==> config.mk <==
export PLATFORM = sky130hd
export DESIGN_NAME = gpio_bank_regfile
export DESIGN_NICKNAME = d
export VERILOG_FILES = /design/src/rtl/gpio_bank_pkg.sv /design/src/rtl/gpio_addr_decode.sv /design/src/rtl/gpio_in_sync.sv /design/src/rtl/gpio_bank.sv /design/src/rtl/gpio_bank_regfile.sv
export SDC_FILE = /design/constraint.sdc
export NUM_CORES = 1
export LEC_CHECK = 0
export ABC_AREA = 0
export BUFFER_PORTS_ARGS = -buffer_cell sky130_fd_sc_hd__buf_2
export CAP_MARGIN = 10
export CORE_MARGIN = 4
export CORE_UTILIZATION = 50
export CTS_CLUSTER_SIZE = 14
export DETAILED_ROUTE_END_ITERATION = 10
export GPL_TIMING_DRIVEN = 0
export PLACE_DENSITY = 0.7
export SLEW_MARGIN = 40
export SYNTH_ARGS = -nofsm -noshare
export SYNTH_HDL_FRONTEND = slang
export SYNTH_HIERARCHICAL = 1
export SYNTH_SLANG_ARGS = --single-unit
==> constraint.sdc <==
create_clock -name clk -period 3.6 [get_ports clk]
set_input_delay 0.36 -clock clk [delete_from_list [all_inputs] [get_ports clk]]
set_output_delay 0.36 -clock clk [all_outputs]
set_load 0.01 [all_outputs]
==> src/rtl/gpio_bank_pkg.sv <==
package gpio_bank_pkg;

    // Byte address window owned by the interrupt unit.
    localparam int unsigned HOLE_LO   = 32'h90;
    localparam int unsigned HOLE_SPAN = 32'h10;
    localparam int unsigned SLOT_BYTES = 8;
    localparam int unsigned DIR_OFS    = 4;

    // Decoded access target.
    typedef struct packed {
        logic       hit;
        logic       is_dir;
        logic [7:0] bank;
    } gpio_sel_t;

    // Base byte address of a bank slot, stepping over the reserved window.
    function automatic int unsigned bank_base(int unsigned n);
        int unsigned a;
        a = (n + 1) * SLOT_BYTES;
        if (a >= HOLE_LO) a = a + HOLE_SPAN;
        return a;
    endfunction

    function automatic int unsigned min_u(int unsigned a, int unsigned b);
        return (a < b) ? a : b;
    endfunction

endpackage

==> src/rtl/gpio_addr_decode.sv <==
module gpio_addr_decode
    import gpio_bank_pkg::*;
#(
    parameter int ADDR_W = 8,
    parameter int NBANK  = 19
) (
    input  logic [ADDR_W-1:0] addr,
    output gpio_sel_t         sel
);
    always_comb begin
        sel = '0;
        for (int b = 0; b < NBANK; b++) begin
            if (32'(addr) == bank_base(b)) begin
                sel.hit    = 1'b1;
                sel.is_dir = 1'b0;
                sel.bank   = 8'(b);
            end else if (32'(addr) == bank_base(b) + DIR_OFS) begin
                sel.hit    = 1'b1;
                sel.is_dir = 1'b1;
                sel.bank   = 8'(b);
            end
        end
    end
endmodule

==> src/rtl/gpio_in_sync.sv <==
module gpio_in_sync #(
    parameter int WIDTH = 8
) (
    input  logic             clk,
    input  logic             rst,
    input  logic [WIDTH-1:0] async_in,
    output logic [WIDTH-1:0] sync_out
);
    logic [WIDTH-1:0] stage1;

    always_ff @(posedge clk) begin
        if (rst) begin
            stage1   <= '0;
            sync_out <= '0;
        end else begin
            stage1   <= async_in;
            sync_out <= stage1;
        end
    end
endmodule

==> src/rtl/gpio_bank.sv <==
module gpio_bank #(
    parameter int W = 8
) (
    input  logic         clk,
    input  logic         rst,
    input  logic         wr_data,
    input  logic         wr_dir,
    input  logic [31:0]  wdata,
    input  logic [W-1:0] pin_sync,
    output logic [W-1:0] drive,
    output logic [W-1:0] oe,
    output logic [31:0]  rd_data,
    output logic [31:0]  rd_dir
);
    logic [W-1:0] data_q;
    logic [W-1:0] dir_q;

    always_ff @(posedge clk) begin
        if (rst) begin
            data_q <= '0;
            dir_q  <= '1;
        end else begin
            if (wr_data) data_q <= wdata[W-1:0];
            if (wr_dir)  dir_q  <= wdata[W-1:0];
        end
    end

    assign drive   = data_q;
    assign oe      = ~dir_q;
    assign rd_data = 32'((dir_q & pin_sync) | (~dir_q & data_q));
    assign rd_dir  = 32'(dir_q);

    // a data write to an all-input bank is kept and leaves drivers off.
    assert_preload_kept_R5: assert property (@(posedge clk) disable iff (rst)
        (wr_data && !wr_dir && (&dir_q)) |=> (drive == $past(wdata[W-1:0]) && oe == '0));

    // without a direction write the enables do not move.
    assert_oe_stable_R4: assert property (@(posedge clk) disable iff (rst)
        !wr_dir |=> $stable(oe));
endmodule

==> src/rtl/gpio_bank_regfile.sv <==
module gpio_bank_regfile
    import gpio_bank_pkg::*;
#(
    parameter int LINES_PER_BANK = 8,
    parameter int PIN_COUNT      = 148,
    parameter int ADDR_W         = 8
) (
    input  logic                 clk,
    input  logic                 rst,
    input  logic                 req_valid,
    input  logic                 req_write,
    input  logic [ADDR_W-1:0]    req_addr,
    input  logic [31:0]          req_wdata,
    output logic [31:0]          rsp_rdata,
    input  logic [PIN_COUNT-1:0] pad_in,
    output logic [PIN_COUNT-1:0] pad_out,
    output logic [PIN_COUNT-1:0] pad_oe
);
    localparam int NBANK = (PIN_COUNT + LINES_PER_BANK - 1) / LINES_PER_BANK;

    gpio_sel_t             sel;
    logic [PIN_COUNT-1:0]  pad_sync;
    logic [31:0]           bank_rd_data [NBANK];
    logic [31:0]           bank_rd_dir  [NBANK];
    logic [31:0]           rd_next;

    gpio_addr_decode #(.ADDR_W(ADDR_W), .NBANK(NBANK)) u_dec (
        .addr (req_addr),
        .sel  (sel)
    );

    gpio_in_sync #(.WIDTH(PIN_COUNT)) u_sync (
        .clk      (clk),
        .rst      (rst),
        .async_in (pad_in),
        .sync_out (pad_sync)
    );

    for (genvar b = 0; b < NBANK; b++) begin : g_bank
        localparam int LO = b * LINES_PER_BANK;
        localparam int W  = int'(min_u(LINES_PER_BANK, PIN_COUNT - LO));
        logic sel_me;
        logic wr_d;
        logic wr_r;

        assign sel_me = req_valid && req_write && sel.hit && (sel.bank == 8'(b));
        assign wr_d   = sel_me && !sel.is_dir;
        assign wr_r   = sel_me &&  sel.is_dir;

        gpio_bank #(.W(W)) u_bank (
            .clk      (clk),
            .rst      (rst),
            .wr_data  (wr_d),
            .wr_dir   (wr_r),
            .wdata    (req_wdata),
            .pin_sync (pad_sync[LO +: W]),
            .drive    (pad_out[LO +: W]),
            .oe       (pad_oe[LO +: W]),
            .rd_data  (bank_rd_data[b]),
            .rd_dir   (bank_rd_dir[b])
        );
    end

    always_comb begin
        rd_next = '0;
        for (int b = 0; b < NBANK; b++) begin
            if (sel.hit && sel.bank == 8'(b))
                rd_next = sel.is_dir ? bank_rd_dir[b] : bank_rd_data[b];
        end
    end

    always_ff @(posedge clk) begin
        if (rst)                          rsp_rdata <= '0;
        else if (req_valid && !req_write) rsp_rdata <= rd_next;
        else                              rsp_rdata <= '0;
    end

    // the reserved window always answers with zero.
    assert_hole_zero_R2: assert property (@(posedge clk) disable iff (rst)
        (req_valid && !req_write && 32'(req_addr) >= HOLE_LO
         && 32'(req_addr) < HOLE_LO + HOLE_SPAN) |=> (rsp_rdata == '0));

    // a write that hits no register leaves every pad output alone.
    assert_unmapped_write_R9: assert property (@(posedge clk) disable iff (rst)
        (req_valid && req_write && !sel.hit) |=> ($stable(pad_out) && $stable(pad_oe)));

    // no read request, no read data.
    assert_idle_rdata_R7: assert property (@(posedge clk) disable iff (rst)
        !(req_valid && !req_write) |=> (rsp_rdata == '0));

    // leaving reset, every pin is an undriven input holding zero.
    assert_reset_state_R8: assert property (@(posedge clk) disable iff (rst)
        $fell(rst) |-> (pad_oe == '0 && pad_out == '0));
endmodule

==> impl_metrics.prom, run 1 <==
# TYPE chip_impl_metric gauge
chip_impl_metric{name="final_hold_viol_count",unit=""} 0
chip_impl_metric{name="power.density",unit="nW/um^2"} 317.1
chip_impl_info{name="synthFlopType",value="dfxtp_1"} 1
chip_impl_metric{name="tritoncts_num_sinks",unit=""} 624
chip_impl_metric{name="area_delta_synth_final",unit="%"} 27.39
chip_impl_metric{name="synth-seq-cells",unit=""} 624
chip_impl_metric{name="port_buffers",unit=""} 494
chip_impl_metric{name="grt_first_pass_wirelength",unit="um"} 237800
chip_impl_metric{name="ir_worst_vdd",unit="mV"} 0.4682
chip_impl_info{name="highest-signal-layer",value="met4"} 1
chip_impl_info{name="violated_checks",value="setup timing"} 1
chip_impl_metric{name="die_area",unit="um^2"} 89800
chip_impl_metric{name="num_io_pins",unit=""} 520
chip_impl_metric{name="placementRows",unit=""} 106
chip_impl_info{name="clock_tree.root_cell",value="clkbuf_16"} 1
chip_impl_info{name="synth.largest_area_cell",value="dfxtp_1"} 1
chip_impl_metric{name="max_freq",unit="MHz"} 277.4
chip_impl_metric{name="floorplan.core_area",unit="um^2"} 83950
chip_impl_metric{name="final_critical_path_setup_slack",unit="ns"} -0.004706
chip_impl_metric{name="utilization",unit="%"} 64.54
chip_impl_info{name="critical_register_to_register_path_startpoint",value="g_bank[5].u_bank/dir_q[2]$_SDFFE_PP1P_"} 1
chip_impl_metric{name="initial_utilization",unit="%"} 50.66
chip_impl_metric{name="total_of_max_cap_violations",unit=""} 0
chip_impl_metric{name="routed_met1_length",unit="um"} 65110
chip_impl_metric{name="synth_area",unit="um^2"} 42530
chip_impl_info{name="timing.setup.critical_path_class",value="in2reg"} 1
chip_impl_info{name="crit_start",value="req_addr[1]"} 1
chip_impl_metric{name="fin_tns_setup",unit="ns"} -0.004706
chip_impl_metric{name="wirelength",unit="um"} 168500
chip_impl_info{name="synthTopCellsByCount",value="buf_4, dfxtp_1, mux2i_1"} 1
chip_impl_metric{name="num-nets-final",unit=""} 6602
chip_impl_info{name="synthTopCellsByArea",value="dfxtp_1, buf_4, mux2i_1"} 1
chip_impl_info{name="yosys.cell_count.top_type",value="buf_4"} 1
chip_impl_metric{name="routed-via-count",unit=""} 38170
chip_impl_metric{name="grt-ovfl-total",unit=""} 0
chip_impl_metric{name="critical_path.max_fanout",unit=""} 10
chip_impl_metric{name="layoutNonFillerInstCount",unit=""} 7598
chip_impl_metric{name="layout.filler_cells",unit=""} 7324
chip_impl_metric{name="finalSetupViolCount",unit=""} 1
chip_impl_metric{name="power_leakage",unit="nW"} 25.85
chip_impl_metric{name="grt_max_degree",unit=""} 39
chip_impl_metric{name="clk_pin_slew_worst_paths",unit="ns"} 0.06
chip_impl_metric{name="avgSynthCellArea",unit="um^2"} 8.854
chip_impl_metric{name="grt_antenna_before_repair",unit=""} 2
chip_impl_info{name="setup_repair_after_global_routing_missed_its_margin",value="yes"} 1
chip_impl_metric{name="finalPower",unit="mW"} 17.18
chip_impl_metric{name="drtPass1Iterations",unit=""} 8
chip_impl_metric{name="place_inst",unit=""} 7335
chip_impl_metric{name="fin_worst_hold_slack",unit="ns"} 0.003879
chip_impl_metric{name="drtAntennaViolNets",unit=""} 0
chip_impl_info{name="tritoncts",value="built"} 1
chip_impl_metric{name="clock_latency",unit="ns"} 0.66
chip_impl_metric{name="wl_met2",unit="um"} 77990
chip_impl_metric{name="synth_cell_types",unit=""} 69
chip_impl_metric{name="route.detailed.wl_per_inst",unit="um"} 22.18
chip_impl_metric{name="postLayoutCellArea",unit="um^2"} 54180
chip_impl_metric{name="grt.total_usage",unit="%"} 35.88
chip_impl_info{name="outcome",value="finished with violations"} 1
chip_impl_metric{name="wl_met3",unit="um"} 13610
chip_impl_metric{name="final_layout_size_suffix_gt1_share",unit="%"} 35.08
chip_impl_metric{name="synth_enable_flop_cells",unit=""} 0
chip_impl_metric{name="tcrit_tclk_final",unit="%"} 100.1
chip_impl_metric{name="number_of_global_route_vias_before_repair",unit=""} 36110
chip_impl_metric{name="timing.critical_path.required",unit="ns"} 4.12
chip_impl_metric{name="transition_at_the_pin_with_the_smallest_max_transition_slack",unit="ns"} 0.9510
chip_impl_metric{name="relSlewSlack",unit="%"} 36.60
chip_impl_metric{name="ctsHtreeMaxLevel",unit=""} 3
chip_impl_info{name="endpoint_kind",value="flip-flop"} 1
chip_impl_metric{name="seq_area_frac_synth",unit="%"} 29.37
chip_impl_metric{name="clock-skew-final",unit="ns"} 0.04882
chip_impl_metric{name="cts_buffers",unit=""} 69
chip_impl_metric{name="route.detailed.drc",unit=""} 0
chip_impl_metric{name="gpl.final_weighted_congestion",unit=""} 1.059
chip_impl_metric{name="placedInstanceArea",unit="um^2"} 49860
chip_impl_metric{name="final_period_minus_worst_setup_slack",unit="ns"} 3.605
chip_impl_metric{name="synthesis.yosys.warnings",unit=""} 6
chip_impl_metric{name="route.detailed.vias_per_inst",unit=""} 5.024
chip_impl_metric{name="timing.critical_path.arrival",unit="ns"} 4.12
chip_impl_metric{name="hpwlAfterDp",unit="um"} 127300
chip_impl_metric{name="die_width",unit="um"} 299.7
chip_impl_metric{name="synthDominantCellAreaShare",unit="%"} 29.37
chip_impl_info{name="min_from",value="pad_in[33]"} 1
chip_impl_metric{name="pre_cts_slack",unit="ns"} -1.669
chip_impl_metric{name="first_iter_violations",unit=""} 3744
chip_impl_info{name="crit_path_start_kind",value="primary input"} 1
chip_impl_metric{name="synth_async_sr_flop_share",unit="%"} 0
chip_impl_info{name="hold_path_class",value="in2reg"} 1
chip_impl_metric{name="ctsLongestPathBuffers",unit=""} 3
chip_impl_metric{name="syn-instance-count",unit=""} 4804
chip_impl_metric{name="final_report_max_slew_violation_count",unit=""} 0
chip_impl_metric{name="die_y",unit="um"} 299.7
## timing repair
item,4_1_cts,5_1_grt
endpoints found under the hold margin,136,0
resized for setup,94,62
pin swaps,3,3
buffers inserted,3,2
endpoints found under the setup margin,322,248
hold buffers,136,0
## routing by layer
layer  vias to the layer above  GRT usage, %
met2                      1791         59.65
li1                      17970             -
met3                       459         6.366
met1                     17950         43.48
met4                         0         21.31
met5                         -             0
## worst paths after layout
check	slack [ns]	endpoint	cells after the start
setup reg to reg	1.08	rsp_rdata[2]$_SDFF_PP0_	7
hold / removal	0.004	u_sync/stage1[33]$_SDFF_PP0_	2
hold reg to reg	0.40	u_sync/sync_out[91]$_SDFF_PP0_	1
setup / recovery	-0.005	rsp_rdata[0]$_SDFF_PP0_	15
## power by group
group	switching [mW]	internal [mW]	total, mW
combinational	1.29	1.39	2.68
clock	3.16	4.23	7.39
sequential	0.0441	7.06	7.11
total	4.49	12.7	17.2
## critical path, cell delays in order
cell and delay (ns):
buf_2 0.09, or2_1 0.23, buf_6 0.15, a211oi_4 0.30
and2_1 0.24, buf_12 0.19, buf_8 0.21, buf_6 0.21
clkbuf_4 0.36, mux2i_2 0.50, o22ai_1 0.14, o21ai_0 0.25
o211ai_1 0.30, o31a_1 0.37, o21a_1 0.19
## cells by family after synthesis
family,Yosys count,synth area share [%]
other,20,0.1765
muxes,893,22.98
and+or+nand+nor,976,11.05
buffers and inverters,1425,22.52
DFF,624,29.37
AOI/OAI and AO/OA,866,13.90
## sequential cells by signal, indices dropped and copies added, names as in the netlist
| register | count |
|---|---|
| u_sync/stage1 | 148 |
| rsp_rdata | 32 |
| u_sync/sync_out | 148 |
| g_bank.u_bank/dir_q | 148 |
| g_bank.u_bank/drive | 148 |
## final cells by class
type                    instances  area (um^2)  area share (%)
flip-flops and latches        624        12490           23.06
diodes                          1        2.502        0.004618
well taps                    1134         1419           2.619
clock buffers                  93         1937           3.575
inverters                     174        653.1           1.205
repair buffers                635         3894           7.186
clock inverters                31        474.2          0.8752
multi-input cells            3658        24190           44.65
plain buffers                1248         9120           16.83
## placed cells by master, fill, tap and decap left out, drive strengths merged, types with 210 or more instances in the layout
master / Yosys / layout
nor2: 361 / 361
a21oi: 220 / 220
buf: 1138 / 1630
nor2b: 311 / 311
conb: 20 / 923
clkbuf: 113 / 210
mux2: 339 / 339
mux2i: 521 / 521
nand2: 231 / 231
dfxtp: 624 / 624
(Power assumes the default switching activity.)
==> run 2: changes to the inputs <==
==> constraint.sdc (replaced) <==
create_clock -name clk -period 3.6 [get_ports clk]
set_input_delay 0.54 -clock clk [delete_from_list [all_inputs] [get_ports clk]]
set_output_delay 0.54 -clock clk [all_outputs]
set_load 0.01 [all_outputs]
==> run 2 against run 1 <==
Critical endpoint is now g_bank[4].u_bank/dir_q[3]$_SDFFE_PP1P_. Design area decreased by 2.1%. Setup slack got worse by 0.019 ns. Clock-buffer cell count unchanged. Core utilization decreased by 1.4 points. Power decreased by 0.67%. Flip-flop and latch count unchanged. First-iteration DRC count decreased by 4.5%. The run still ends with setup timing left. Sequential share of layout area increased by 0.50 points.
==> impl_metrics.prom, run 2 (synthesized netlist as in run 1, its figures left out) <==
# TYPE chip_impl_metric gauge
chip_impl_metric{name="timing.critical_path.required",unit="ns"} 4.08
chip_impl_metric{name="clock-skew-final",unit="ns"} 0.04981
chip_impl_metric{name="grt_antenna_before_repair",unit=""} 6
chip_impl_metric{name="power_leakage",unit="nW"} 25.39
chip_impl_metric{name="layoutNonFillerInstCount",unit=""} 7468
chip_impl_metric{name="post_cts_hold_buffer_count",unit=""} 0
chip_impl_metric{name="tritoncts_num_sinks",unit=""} 624
chip_impl_info{name="clock_tree.root_cell",value="clkbuf_16"} 1
chip_impl_metric{name="ir_worst_vdd",unit="mV"} 0.4671
chip_impl_metric{name="drtPass1Iterations",unit=""} 6
chip_impl_info{name="tritoncts",value="built"} 1
chip_impl_metric{name="grt_max_degree",unit=""} 39
chip_impl_metric{name="initial_utilization",unit="%"} 50.66
chip_impl_metric{name="port_buffers",unit=""} 494
chip_impl_metric{name="grt.total_usage",unit="%"} 35.38
chip_impl_metric{name="clock_latency",unit="ns"} 0.66
chip_impl_metric{name="timing.critical_path.arrival",unit="ns"} 4.10
chip_impl_metric{name="wirelength",unit="um"} 166000
chip_impl_metric{name="route.detailed.vias_per_inst",unit=""} 5.021
chip_impl_metric{name="final_layout_size_suffix_gt1_share",unit="%"} 36.25
chip_impl_metric{name="placementRows",unit=""} 106
chip_impl_metric{name="routed-via-count",unit=""} 37500
chip_impl_metric{name="num_io_pins",unit=""} 520
chip_impl_metric{name="finalPower",unit="mW"} 17.07
chip_impl_metric{name="critical_path.max_fanout",unit=""} 10
chip_impl_info{name="crit_path_start_kind",value="primary input"} 1
chip_impl_metric{name="final_critical_path_setup_slack",unit="ns"} -0.02376
chip_impl_metric{name="antennaDiodeCount",unit=""} 0
chip_impl_metric{name="final_report_max_slew_violation_count",unit=""} 0
chip_impl_metric{name="first_iter_violations",unit=""} 3576
chip_impl_metric{name="die_width",unit="um"} 299.7
chip_impl_info{name="layout_commonest_cell",value="buf_4"} 1
chip_impl_metric{name="route.detailed.wl_per_inst",unit="um"} 22.22
chip_impl_info{name="final_cell_mix",value="buf_4, conb_1, dfxtp_1, buf_2, mux2i_1"} 1
chip_impl_metric{name="place_inst",unit=""} 7335
chip_impl_metric{name="tcrit_tclk_final",unit="%"} 100.7
chip_impl_metric{name="area_delta_synth_final",unit="%"} 24.69
chip_impl_metric{name="finalSetupViolCount",unit=""} 12
chip_impl_metric{name="final_hold_viol_count",unit=""} 0
chip_impl_metric{name="hpwlAfterDp",unit="um"} 127300
chip_impl_metric{name="ctsHtreeMaxLevel",unit=""} 3
chip_impl_metric{name="pre_cts_slack",unit="ns"} -1.849
chip_impl_metric{name="grt_first_pass_wirelength",unit="um"} 233900
chip_impl_metric{name="drtAntennaViolNets",unit=""} 0
chip_impl_metric{name="number_of_global_route_vias_before_repair",unit=""} 35170
chip_impl_metric{name="die_y",unit="um"} 299.7
chip_impl_metric{name="fin_tns_setup",unit="ns"} -0.08684
chip_impl_info{name="timing.setup.critical_path_class",value="in2reg"} 1
chip_impl_metric{name="transition_at_the_pin_with_the_smallest_max_transition_slack",unit="ns"} 1.010
chip_impl_metric{name="cts_buffers",unit=""} 69
chip_impl_info{name="endpoint_kind",value="flip-flop"} 1
chip_impl_metric{name="clk_pin_slew_worst_paths",unit="ns"} 0.06
chip_impl_metric{name="floorplan.core_area",unit="um^2"} 83950
chip_impl_metric{name="total_of_max_cap_violations",unit=""} 0
chip_impl_info{name="violated_checks",value="setup timing"} 1
chip_impl_metric{name="max_freq",unit="MHz"} 276.0
chip_impl_info{name="outcome",value="finished with violations"} 1
chip_impl_metric{name="grt-ovfl-total",unit=""} 0
chip_impl_metric{name="power.density",unit="nW/um^2"} 321.8
chip_impl_metric{name="num-nets-final",unit=""} 6473
chip_impl_metric{name="ctsLongestPathBuffers",unit=""} 3
chip_impl_metric{name="die_area",unit="um^2"} 89800
chip_impl_metric{name="gpl.final_weighted_congestion",unit=""} 1.059
chip_impl_info{name="hold_path_class",value="in2reg"} 1
chip_impl_metric{name="final_period_minus_worst_setup_slack",unit="ns"} 3.624
chip_impl_metric{name="route.detailed.drc",unit=""} 0
chip_impl_metric{name="relSlewSlack",unit="%"} 32.69
## run 2: cell count changes in the layout (fill, tap and decap cells not counted), sizes merged
| cell | delta |
|---|---|
| diode | -1 |
| dlygate4sd3 | -136 |
| clkbuf | +1 |
| buf | +6 |
## run 2: through the flow
step / hold WS, ns / util (%) / cell area, um^2
after floorplan: 0.4138 / - / 45920
after global placement: 0.4177 / 59.34 / 49820
after detailed placement: 0.4204 / 59.39 / 49860
after CTS: 0.06113 / 62.95 / 52850
after global routing: 0.07673 / 63.18 / 53040
final: 0.08260 / 63.18 / 53040
## run 2: per-layer routing
layer | vias up | global-route usage (%) | share of wire (%)
li1 | 17680 | - | -
met1 | 17720 | 43.55 | 39
met2 | 1692 | 58.67 | 46
met3 | 408 | 6.193 | 7.9
met4 | 2 | 19.72 | 6.7
met5 | - | 0 | 0.0072
## run 2: report_power, final
group	internal, mW	total, mW	switching, mW
sequential	7.06	7.11	0.0442
clock	4.23	7.38	3.15
combinational	1.31	2.58	1.27
## run 2: path summary, 6_finish.rpt
check                                    startpoint  cells past startpoint                                     end  slack, ns
max                                     req_addr[4]                     14  g_bank[4].u_bank/dir_q[3]$_SDFFE_PP1P_      -0.02
min reg2reg            u_sync/stage1[91]$_SDFF_PP0_                      1          u_sync/sync_out[91]$_SDFF_PP0_       0.40
min                                       pad_in[5]                      2             u_sync/stage1[5]$_SDFF_PP0_       0.08
max reg2reg  g_bank[5].u_bank/dir_q[2]$_SDFFE_PP1P_                      7                 rsp_rdata[2]$_SDFF_PP0_       1.06
## run 2: final cells by class
class	instances	area (um^2)
inverter	174	653.1
clock buffer	93	1937
clock inverter	31	474.2
multi-input combinational	3658	24300
timing repair buffer	504	2582
fill	7518	30910
tap	1134	1419
buffer	1250	9183
sequential	624	12490
## run 2: what timing repair did
action	4_1_cts	5_1_grt
pin swaps	5	6
setup endpoints to repair	327	250
gates resized for setup	141	52
setup buffers	8	2
## run 2: critical path, stage by stage
cell and delay, ns:
buf_4 0.15, nor3_2 0.26, a22oi_1 0.14, a31oi_2 0.36, clkbuf_4 0.31, clkbuf_1 0.52
clkbuf_1 0.67, nor2_1 0.27, nand2_4 0.30, nor2_2 0.08, buf_6 0.18, buf_8 0.14
nand2_1 0.05, o211ai_1 0.10
